File: config.mk
export PLATFORM = sky130hd
export DESIGN_NAME = spiClkGen
export DESIGN_NICKNAME = d
export VERILOG_FILES = /design/src/rtl/spiClkPkg.sv /design/src/rtl/spiClkDatapath.sv /design/src/rtl/spiClkControl.sv /design/src/rtl/spiClkGen.sv
export SDC_FILE = /design/constraint.sdc
export NUM_CORES = 1
export LEC_CHECK = 0
export CAP_MARGIN = 20
export CORE_MARGIN = 8
export CORE_UTILIZATION = 65
export DETAILED_ROUTE_END_ITERATION = 10
export GPL_TIMING_DRIVEN = 0
export PLACE_DENSITY_LB_ADDON = 0.08
export SETUP_SLACK_MARGIN = 0.02
export SLEW_MARGIN = 20
export SYNTH_ARGS = -nofsm -noshare
export SYNTH_HDL_FRONTEND = slang
export SYNTH_SLANG_ARGS = --single-unit
File: constraint.sdc
create_clock -name clk -period 24.2 [get_ports clk]
set_input_delay 4.84 -clock clk [delete_from_list [all_inputs] [get_ports clk]]
set_output_delay 4.84 -clock clk [all_outputs]
set_load 0.1 [all_outputs]
File: src/rtl/spiClkPkg.sv
package spiClkPkg;

  typedef struct packed {
    logic cfgLoad;
    logic ldLead;
    logic ldHigh;
    logic ldLow;
    logic sckSet;
    logic sckClr;
  } dpCtlT;

  function automatic logic [2:0] preValue(input logic [1:0] code);
    case (code)
      2'd0:    return 3'd2;
      2'd1:    return 3'd3;
      2'd2:    return 3'd5;
      default: return 3'd7;
    endcase
  endfunction

  function automatic logic [15:0] baudScale(input logic [3:0] code);
    if (code < 4'd4) return {11'd0, code, 1'b0} + 16'd2;
    return 16'd1 << code;
  endfunction

endpackage

File: src/rtl/spiClkDatapath.sv
module spiClkDatapath
  import spiClkPkg::*;
#(
  parameter int CNT_W = 20
) (
  input  logic       clk,
  input  logic       rst,
  input  dpCtlT      ctl,
  input  logic [1:0] baudPreSel,
  input  logic [3:0] baudScaleSel,
  input  logic       rateDouble,
  input  logic [1:0] leadPreSel,
  input  logic [3:0] leadScaleSel,
  output logic       sck,
  output logic       sckRise,
  output logic       sckFall,
  output logic       cntZero
);

  logic [1:0] bpReg, lpReg;
  logic [3:0] bsReg, lsReg;
  logic       dblReg;
  logic [1:0] bpSel, lpSel;
  logic [3:0] bsSel, lsSel;
  logic       dblSel;
  logic [CNT_W-1:0] leadLen, fullPer, period, highLen, lowLen, cnt;

  always_ff @(posedge clk) begin
    if (rst) begin
      bpReg <= '0; bsReg <= '0; dblReg <= 1'b0; lpReg <= '0; lsReg <= '0;
    end else if (ctl.cfgLoad) begin
      bpReg <= baudPreSel; bsReg <= baudScaleSel; dblReg <= rateDouble;
      lpReg <= leadPreSel; lsReg <= leadScaleSel;
    end
  end

  always_comb begin
    bpSel  = ctl.cfgLoad ? baudPreSel   : bpReg;
    bsSel  = ctl.cfgLoad ? baudScaleSel : bsReg;
    dblSel = ctl.cfgLoad ? rateDouble   : dblReg;
    lpSel  = ctl.cfgLoad ? leadPreSel   : lpReg;
    lsSel  = ctl.cfgLoad ? leadScaleSel : lsReg;
    leadLen = CNT_W'(preValue(lpSel)) << ({1'b0, lsSel} + 5'd1);
    fullPer = CNT_W'(preValue(bpSel)) * CNT_W'(baudScale(bsSel));
    period  = dblSel ? (fullPer >> 1) : fullPer;
    lowLen  = period >> 1;
    highLen = period - lowLen;
  end

  always_ff @(posedge clk) begin
    if (rst)              cnt <= '0;
    else if (ctl.ldLead)  cnt <= leadLen - CNT_W'(1);
    else if (ctl.ldHigh)  cnt <= highLen - CNT_W'(1);
    else if (ctl.ldLow)   cnt <= lowLen - CNT_W'(1);
    else if (cnt != '0)   cnt <= cnt - CNT_W'(1);
  end

  assign cntZero = (cnt == '0);

  always_ff @(posedge clk) begin
    if (rst) begin
      sck <= 1'b0; sckRise <= 1'b0; sckFall <= 1'b0;
    end else begin
      if (ctl.sckSet)      sck <= 1'b1;
      else if (ctl.sckClr) sck <= 1'b0;
      sckRise <= ctl.sckSet;
      sckFall <= ctl.sckClr;
    end
  end

  AST_STROBE_EXCL: assert property (@(posedge clk) disable iff (rst)
    !(sckRise && sckFall));
  AST_RISE_MATCH: assert property (@(posedge clk) disable iff (rst)
    sckRise |-> (sck && !$past(sck)));
  AST_FALL_MATCH: assert property (@(posedge clk) disable iff (rst)
    sckFall |-> (!sck && $past(sck)));

endmodule

File: src/rtl/spiClkControl.sv
module spiClkControl
  import spiClkPkg::*;
#(
  parameter int EDGES = 16
) (
  input  logic  clk,
  input  logic  rst,
  input  logic  start,
  input  logic  cntZero,
  input  logic  sck,
  output dpCtlT ctl,
  output logic  csN
);

  localparam int EW = $clog2(EDGES + 1);

  typedef enum logic [1:0] {IDLE, LEAD, RUN, TRAIL} stateT;
  stateT state, nxt;
  logic [EW-1:0] edgeCnt;

  always_comb begin
    ctl = '0;
    nxt = state;
    case (state)
      IDLE: if (start) begin
        ctl.cfgLoad = 1'b1; ctl.ldLead = 1'b1; nxt = LEAD;
      end
      LEAD: if (cntZero) begin
        ctl.sckSet = 1'b1; ctl.ldHigh = 1'b1; nxt = RUN;
      end
      RUN: if (cntZero) begin
        if (sck) begin
          ctl.sckClr = 1'b1; ctl.ldLow = 1'b1;
          if (edgeCnt == EW'(EDGES - 1)) nxt = TRAIL;
        end else begin
          ctl.sckSet = 1'b1; ctl.ldHigh = 1'b1;
        end
      end
      default: if (cntZero) nxt = IDLE;
    endcase
  end

  always_ff @(posedge clk) begin
    if (rst) begin
      state <= IDLE; edgeCnt <= '0; csN <= 1'b1;
    end else begin
      state <= nxt;
      csN   <= (nxt == IDLE);
      if (ctl.cfgLoad)                  edgeCnt <= '0;
      else if (ctl.sckSet || ctl.sckClr) edgeCnt <= edgeCnt + EW'(1);
    end
  end

  AST_CS_FALL_NEEDS_START: assert property (@(posedge clk) disable iff (rst)
    $fell(csN) |-> $past(start));
  AST_EDGE_LIMIT: assert property (@(posedge clk) disable iff (rst)
    edgeCnt <= EW'(EDGES));

endmodule

File: src/rtl/spiClkGen.sv
module spiClkGen
  import spiClkPkg::*;
#(
  parameter int EDGES = 16,
  parameter int CNT_W = 20
) (
  input  logic       clk,
  input  logic       rst,
  input  logic       start,
  input  logic [1:0] baudPreSel,
  input  logic [3:0] baudScaleSel,
  input  logic       rateDouble,
  input  logic [1:0] leadPreSel,
  input  logic [3:0] leadScaleSel,
  output logic       csN,
  output logic       sck,
  output logic       sckRise,
  output logic       sckFall
);

  dpCtlT ctl;
  logic  cntZero;

  spiClkControl #(.EDGES(EDGES)) uCtl (
    .clk(clk), .rst(rst), .start(start), .cntZero(cntZero), .sck(sck),
    .ctl(ctl), .csN(csN)
  );

  spiClkDatapath #(.CNT_W(CNT_W)) uDp (
    .clk(clk), .rst(rst), .ctl(ctl),
    .baudPreSel(baudPreSel), .baudScaleSel(baudScaleSel), .rateDouble(rateDouble),
    .leadPreSel(leadPreSel), .leadScaleSel(leadScaleSel),
    .sck(sck), .sckRise(sckRise), .sckFall(sckFall), .cntZero(cntZero)
  );

  AST_SCK_IDLE_LOW: assert property (@(posedge clk) disable iff (rst)
    csN |-> !sck);

endmodule

Yosys cells after proc, flatten, opt, wreduce, memory -nomap -nowiden
Cells that the tools add are included.

word-level totals
  word-level logic and storage cells = 75
  output and inout port bits = 4
  bits of input ports = 16
  bits in registers = 44

operators by class
  add/sub/neg operators = 8
  $lt $le $gt $ge = 1
  reductions and logical operators = 10
  shift operators = 2
  mux-type cells = 34
  $mul = 1
  eq/ne operators = 7

operators by type and width
  cell                                                 count
  2-to-1 mux 20 bit                                    4
  subtractor 20 x 1 -> 20 bit, second input constant   3
  2-to-1 mux 16 bit                                    2
  zero test 20 bit                                     1
  2-to-1 mux 2 bit                                     10
  nonzero test 20 bit                                  1
  << shifter 3 x 5 -> 20 bit                           1
  subtractor 19 x 1 -> 20 bit, second input constant   1
  subtractor 20 x 19 -> 20 bit                         1
  multiplier 3 x 16 -> 19 bit                          1
  2-to-1 mux 19 bit                                    1
  case mux 3 bit (3 select lines)                      2
  << shifter 1 x 4 -> 16 bit, first input constant     1
  2-to-1 mux 4 bit                                     3
  2-to-1 mux 1 bit                                     9
  zero test 2 bit                                      4
  adder 5 x 2 -> 6 bit, second input constant          1
  equality test 2 x 1 -> 1 bit, second input constant  3
  equality test 2 bit, second input constant           3
  case mux 2 bit (3 select lines)                      1
  adder 4 x 1 -> 5 bit, second input constant          1
  adder 5 x 1 -> 5 bit, second input constant          1
  equality test 5 x 4 -> 1 bit, second input constant  1
  < comparator 4 x 3 -> 1 bit, second input constant   1
  other kinds (5)                                      6

Longest topological paths before layout
  depth after elaboration = 12
  gate-level depth with buffers = 35
  depth with buffers taken out = 32

Cells and area by module
From an unflattened synthesis, not the netlist that was laid out.

second synthesis, totals
  cell total of the unflattened synthesis = 925
  area, all modules = 6,670.1 um^2

by module, submodules not included
  module          cells an instance  seq. area each (um^2)  area an instance (um^2)  instances
  spiClkDatapath  868                720.7                  6,154.7                  1
  spiClkControl   57                 160.2                  515.5                    1

Worst setup path after synthesis
Ideal clock, no wire load.

  kind = input to register
  start point = input port start
  end point = register uDp.cnt[18]
  path slack = 12,966 ps
  stages on the path = 32
  buffers on the path = 3
  arrival time = 11,120 ps
  data required time = 24,086 ps
  setup time = 114 ps
  cell sequence = and2_1 > clkbuf_1 > clkbuf_1 > buf_1 > mux2i_1 > inv_1 > ha_1 > ha_1 > nor2_1 > a21oi_1 > nor2_1 > nand2_1 > fa_1 > inv_1 > ha_1 > or2_1 > a41o_4 > a31oi_1 > xnor2_1 > nor2_1 > a21oi_1 > inv_1 > ha_1 > nand3_1 > nand2_1 > a41oi_1 > o21ai_0 > and3_1 > o31ai_1 > o21a_1 > nor3_1 > a21o_1

between the ends
  cells in the longest elaborated chain, start to end = 12
  elaborated cells on any way between the ends = 33
  those cells by class = add/sub: 6; mul: 1; order compare: 1; eq/ne: 4; shift: 2; mux: 16; reduce/logical: 3

RTL lines
  what                                                                         line                                        RTL
  from (decl)                                                                  spiClkGen.sv:9                              input logic start,
  2-to-1 mux 2 bit *                                                           spiClkControl.sv:25                         IDLE: if (start) begin
  2-to-1 mux 2 bit *                                                           spiClkControl.sv:24                         case (state)
  2-to-1 mux 4 bit *                                                           --
  net uDp.bsSel[1]                                                             spiClkDatapath.sv:24                        logic [3:0] bsSel, lsSel;
  adder 5 x 2 -> 6 bit or < comparator 4 x 3 -> 1 bit (tied branches)          spiClkPkg.sv:22                             if (code < 4'd4) return {11'd0, code, 1'b0} + 16'd2;
  2-to-1 mux 16 bit or 2-to-1 mux 1 bit (tied branches)                        spiClkPkg.sv:22
  2-to-1 mux 16 bit *                                                          spiClkPkg.sv:23                             return 16'd1 << code;
  multiplier 3 x 16 -> 19 bit *                                                spiClkDatapath.sv:44                        fullPer = CNT_W'(preValue(bpSel)) * CNT_W'(baudScale(bsSel));
  2-to-1 mux 19 bit *                                                          spiClkDatapath.sv:45                        period = dblSel ? (fullPer >> 1) : fullPer;
  subtractor 20 x 19 -> 20 bit or subtractor 19 x 1 -> 20 bit (tied branches)  spiClkDatapath.sv:47, spiClkDatapath.sv:54
  subtractor 20 x 1 -> 20 bit or 2-to-1 mux 20 bit (tied branches)             spiClkDatapath.sv:53, spiClkDatapath.sv:54
  2-to-1 mux 20 bit *                                                          spiClkDatapath.sv:53                        else if (ctl.ldHigh) cnt <= highLen - CNT_W'(1);
  2-to-1 mux 20 bit *                                                          spiClkDatapath.sv:52                        else if (ctl.ldLead) cnt <= leadLen - CNT_W'(1);
  to (signal assigned)                                                         spiClkDatapath.sv:52
  to (signal assigned)                                                         spiClkDatapath.sv:53
  to (signal assigned)                                                         spiClkDatapath.sv:54                        else if (ctl.ldLow) cnt <= lowLen - CNT_W'(1);
  to (decl)                                                                    spiClkDatapath.sv:26                        logic [CNT_W-1:0] leadLen, fullPer, period, highLen, lowLen, cnt;

Mark *: on every way through the listed nets, which the timed path passes. The rest lies on a longest branch. The select of a mux whose other input is x is not followed.
A chain may end at the register's enable or synchronous reset.

Final worst setup path
  start point = input port start
  end point = register uDp.cnt[14]

Same word-level chain as after synthesis.

==> flow_summary.toml <==
[run_status]
outcome = "complete, no violations"

[timing]
setup_tns_ns = 0
final-max-slew-violation-count = 0
rsz0062_at_grt = "false"
worst_pin_slew_ns = 0.9762
period_share = 0.5502
min_period_ns = 13.32
finalHoldViolCount = 0
slew_headroom = 0.3472
clock.fmax_mhz = 75.10
setup_viol = 0
finalClockSkew_ns = 0.01132

[grt]
antenna_found_initial = 0
grt_pass1_vias = 6316
grt_overflow_total = 0
grt_max_degree = 14
grt.total_usage = 0.2850
grt_pass1_wl_um = 30570

[die]
core_area_mm2 = 0.009240
rows = 35
die_area_mm2 = 0.01294
die_h_um = 113.8
die_x_um = 113.8
io_pins = 20
initial_core_util = 0.6724

[finish]
drive_above_1_share = 0.05695
area.sequential_um2 = 880.8
mostFrequentLayoutCells = "nor2_1 (86), nand2_1 (85), a21oi_1 (63)"
multi_input_area_mm2 = 0.004955
num-fill-cells = 778
fin_nets = 960
final_util = 0.7240
final_common_cell = "nor2_1"
areaGrowthSynthToFinish_pct = 7.672
antenna_cells = 0

[place]
gp_congestion = 1.006
place_hpwl_um = 14960
port_buffers = 18

[setup_path]
worstSetupPathType = "in -> reg"
reg2reg_depth = 33
r2r-start = "uCtl.state[1]"
cpMaxStageDelayCell = "clkdlybuf4s50_1"
worst_ep_required_time_ns = 24.36
cp.arrival_ns = 13.47
cp_max_fo = 10
path_buf_inv = 6
reg2reg_to = "uDp.cnt[14]"
startpoint_type = "input port"
critical-path-max-stage-delay_ns = 0.56
r2r_slack_ns = 15.10
critPathTopFamily = "compound AO/OA/AOI/OAI gates"
cp-end-kind = "register"

[synthesis]
synthCells = 851
synth.area.top_cells = "dfxtp_1 (14%), ha_1 (10%), nor2_1 (5.2%)"
synth_sequential_area_ratio = 0.1418
syn-cell-area_mm2 = 0.006213
synthDistinctLibCells = 83
synth_top_cell_by_area = "dfxtp_1"
synth-async-reset-ratio = 0
synth_edf_count = 0
synth_top_area_share = 0.1418
ys_seq_elements = 44
yosys_most_used_dff = "dfxtp_1"
avgSynthCellArea_um2 = 7.301
yosysWarnings = 0

[cts]
cts_max_level = 2
cts.path.max_buffers = 2
root_buffer = "clkbuf_8"
clk_latency_ns = 0.30
cts_tree = "built"
post_cts_buffers = 0
post_cts_resize_count = 0
clk_pin_slew_ns = 0.08
ctsHoldBuffers = 0
clock-sinks = 44
cts_buffers = 5

[drt]
drtIter0Drc = 778
finalWirelength_um = 18550
vias_per_cell = 6.621
wl_per_cell_um = 18.42
first_pass_iters = 6
drcViolationCount = 0
vias = 6667
drtAntennaViolNets = 0

[flow_run]
drv_cap = 0

[hold_path]
min-delay-start = "uCtl.edgeCnt[4]"
hold_path_class = "reg -> reg"
hold_end = "uCtl.edgeCnt[4]"
hold_depth = 2

[power_and_ir_drop]
leakage_nw = 2.852
cellPowerDensity_mw_per_mm2 = 74.16
irDropWorstVdd_v = 0.00005948
[cells by family (layout without fill, tap and decap cells)]
kind of cell               Yosys count  in the layout  share of synthesized area
and+or+nand+nor                    316            316                     0.2461
DFF                                 44             44                     0.1418
muxes                               20             20                    0.03604
AOI/OAI and AO/OA                  248            248                     0.2811
buffers and inverters              100            126                    0.06222
other                                1              2                  0.0006035
adders and majority gates           69             69                     0.1575
xor gates and xnor gates            53             53                    0.07471
[where the power goes]
part | internal [mW] | leakage (nW) | switching, mW
sequential | 0.0829 | 0.361 | 0.0100
clock | 0.0365 | 0.0645 | 0.0262
combinational | 0.130 | 2.43 | 0.210
total | 0.250 | 2.85 | 0.246
[layer usage]
layer | wire, um | track usage
met5 | 0 | 0
met4 | 429 | 0.08429
met3 | 1959 | 0.06286
met2 | 8255 | 0.4540
met1 | 7901 | 0.3754
[cell usage after synthesis (4+ instances only)]
master	count
dfxtp_1	44
o31ai_1	6
nand2b_1	6
and4_1	4
nand2_1	85
nand3_1	49
nor4_1	8
a31oi_1	14
or2_2	6
and2_1	7
xnor2_1	32
a21o_1	17
mux2i_1	12
o21ai_1	4
o21a_1	5
a21oi_1	63
a221oi_1	8
nor3_1	24
o41ai_1	5
fa_1	16
inv_1	61
buf_1	6
and3_1	8
nor2_1	86
o211ai_1	12
mux2_2	6
xor2_1	21
nor2b_1	8
o21ai_0	49
nand4_1	7
clkbuf_1	29
ha_1	51
a211oi_1	12
[worst reg2reg max path, delay by kind of cell, from the launching register on]
family          cells  cell delay, ns
fa+ha+maj           6            2.37
compound gates      9            2.25
buf+inv             6            1.54
simple gates        9            1.40
xor+xnor            2            0.57
mux                 1            0.49
flops               1            0.38
[worst max path at each step]
| stage | startpoint | end | slack, ns | cells past startpoint |
|---|---|---|---|---|
| floorplan | start | uDp.cnt[18] | 12.97 | 32 |
| global placement | start | uDp.cnt[14] | 11.03 | 32 |
| detailed placement | start | uDp.cnt[14] | 10.79 | 32 |
| CTS | start | uDp.cnt[14] | 11.07 | 32 |
| global route | start | uDp.cnt[14] | 10.40 | 32 |
| finish | start | uDp.cnt[14] | 10.88 | 32 |
[sequential cells by signal, summed over array words and instances, names as in the netlist, 2 cells and up]
| name | count |
|---|---|
| uDp.bsReg | 4 |
| uDp.bpReg | 2 |
| uCtl.edgeCnt | 5 |
| uDp.cnt | 20 |
| uCtl.state | 2 |
| uDp.lpReg | 2 |
| uDp.lsReg | 4 |
[stage by stage]
stage               area, um2  power (mW)  setup WS [ns]  hold WS, ns  cells
finish                   6690      0.4962          10.88       0.5297   1007
global route             6690      0.5315          10.40       0.5531   1007
CTS                      6690      0.4862          11.07       0.5338   1007
detailed placement       6564      0.4203          10.79       0.5144    999
global placement         6559      0.4101          11.03       0.4910    999
floorplan                6217      0.3462          12.97       0.4677    852
[area by class of cell]
type | instances | area share
tap | 129 | 0.02413
clock inverter | 1 | 0.004488
multi-input combinational | 708 | 0.7406
timing repair buffer | 18 | 0.02693
clock buffer | 7 | 0.01440
inverter | 61 | 0.03422
buffer | 39 | 0.02356
sequential | 44 | 0.1317
(Power assumes the default switching activity.)
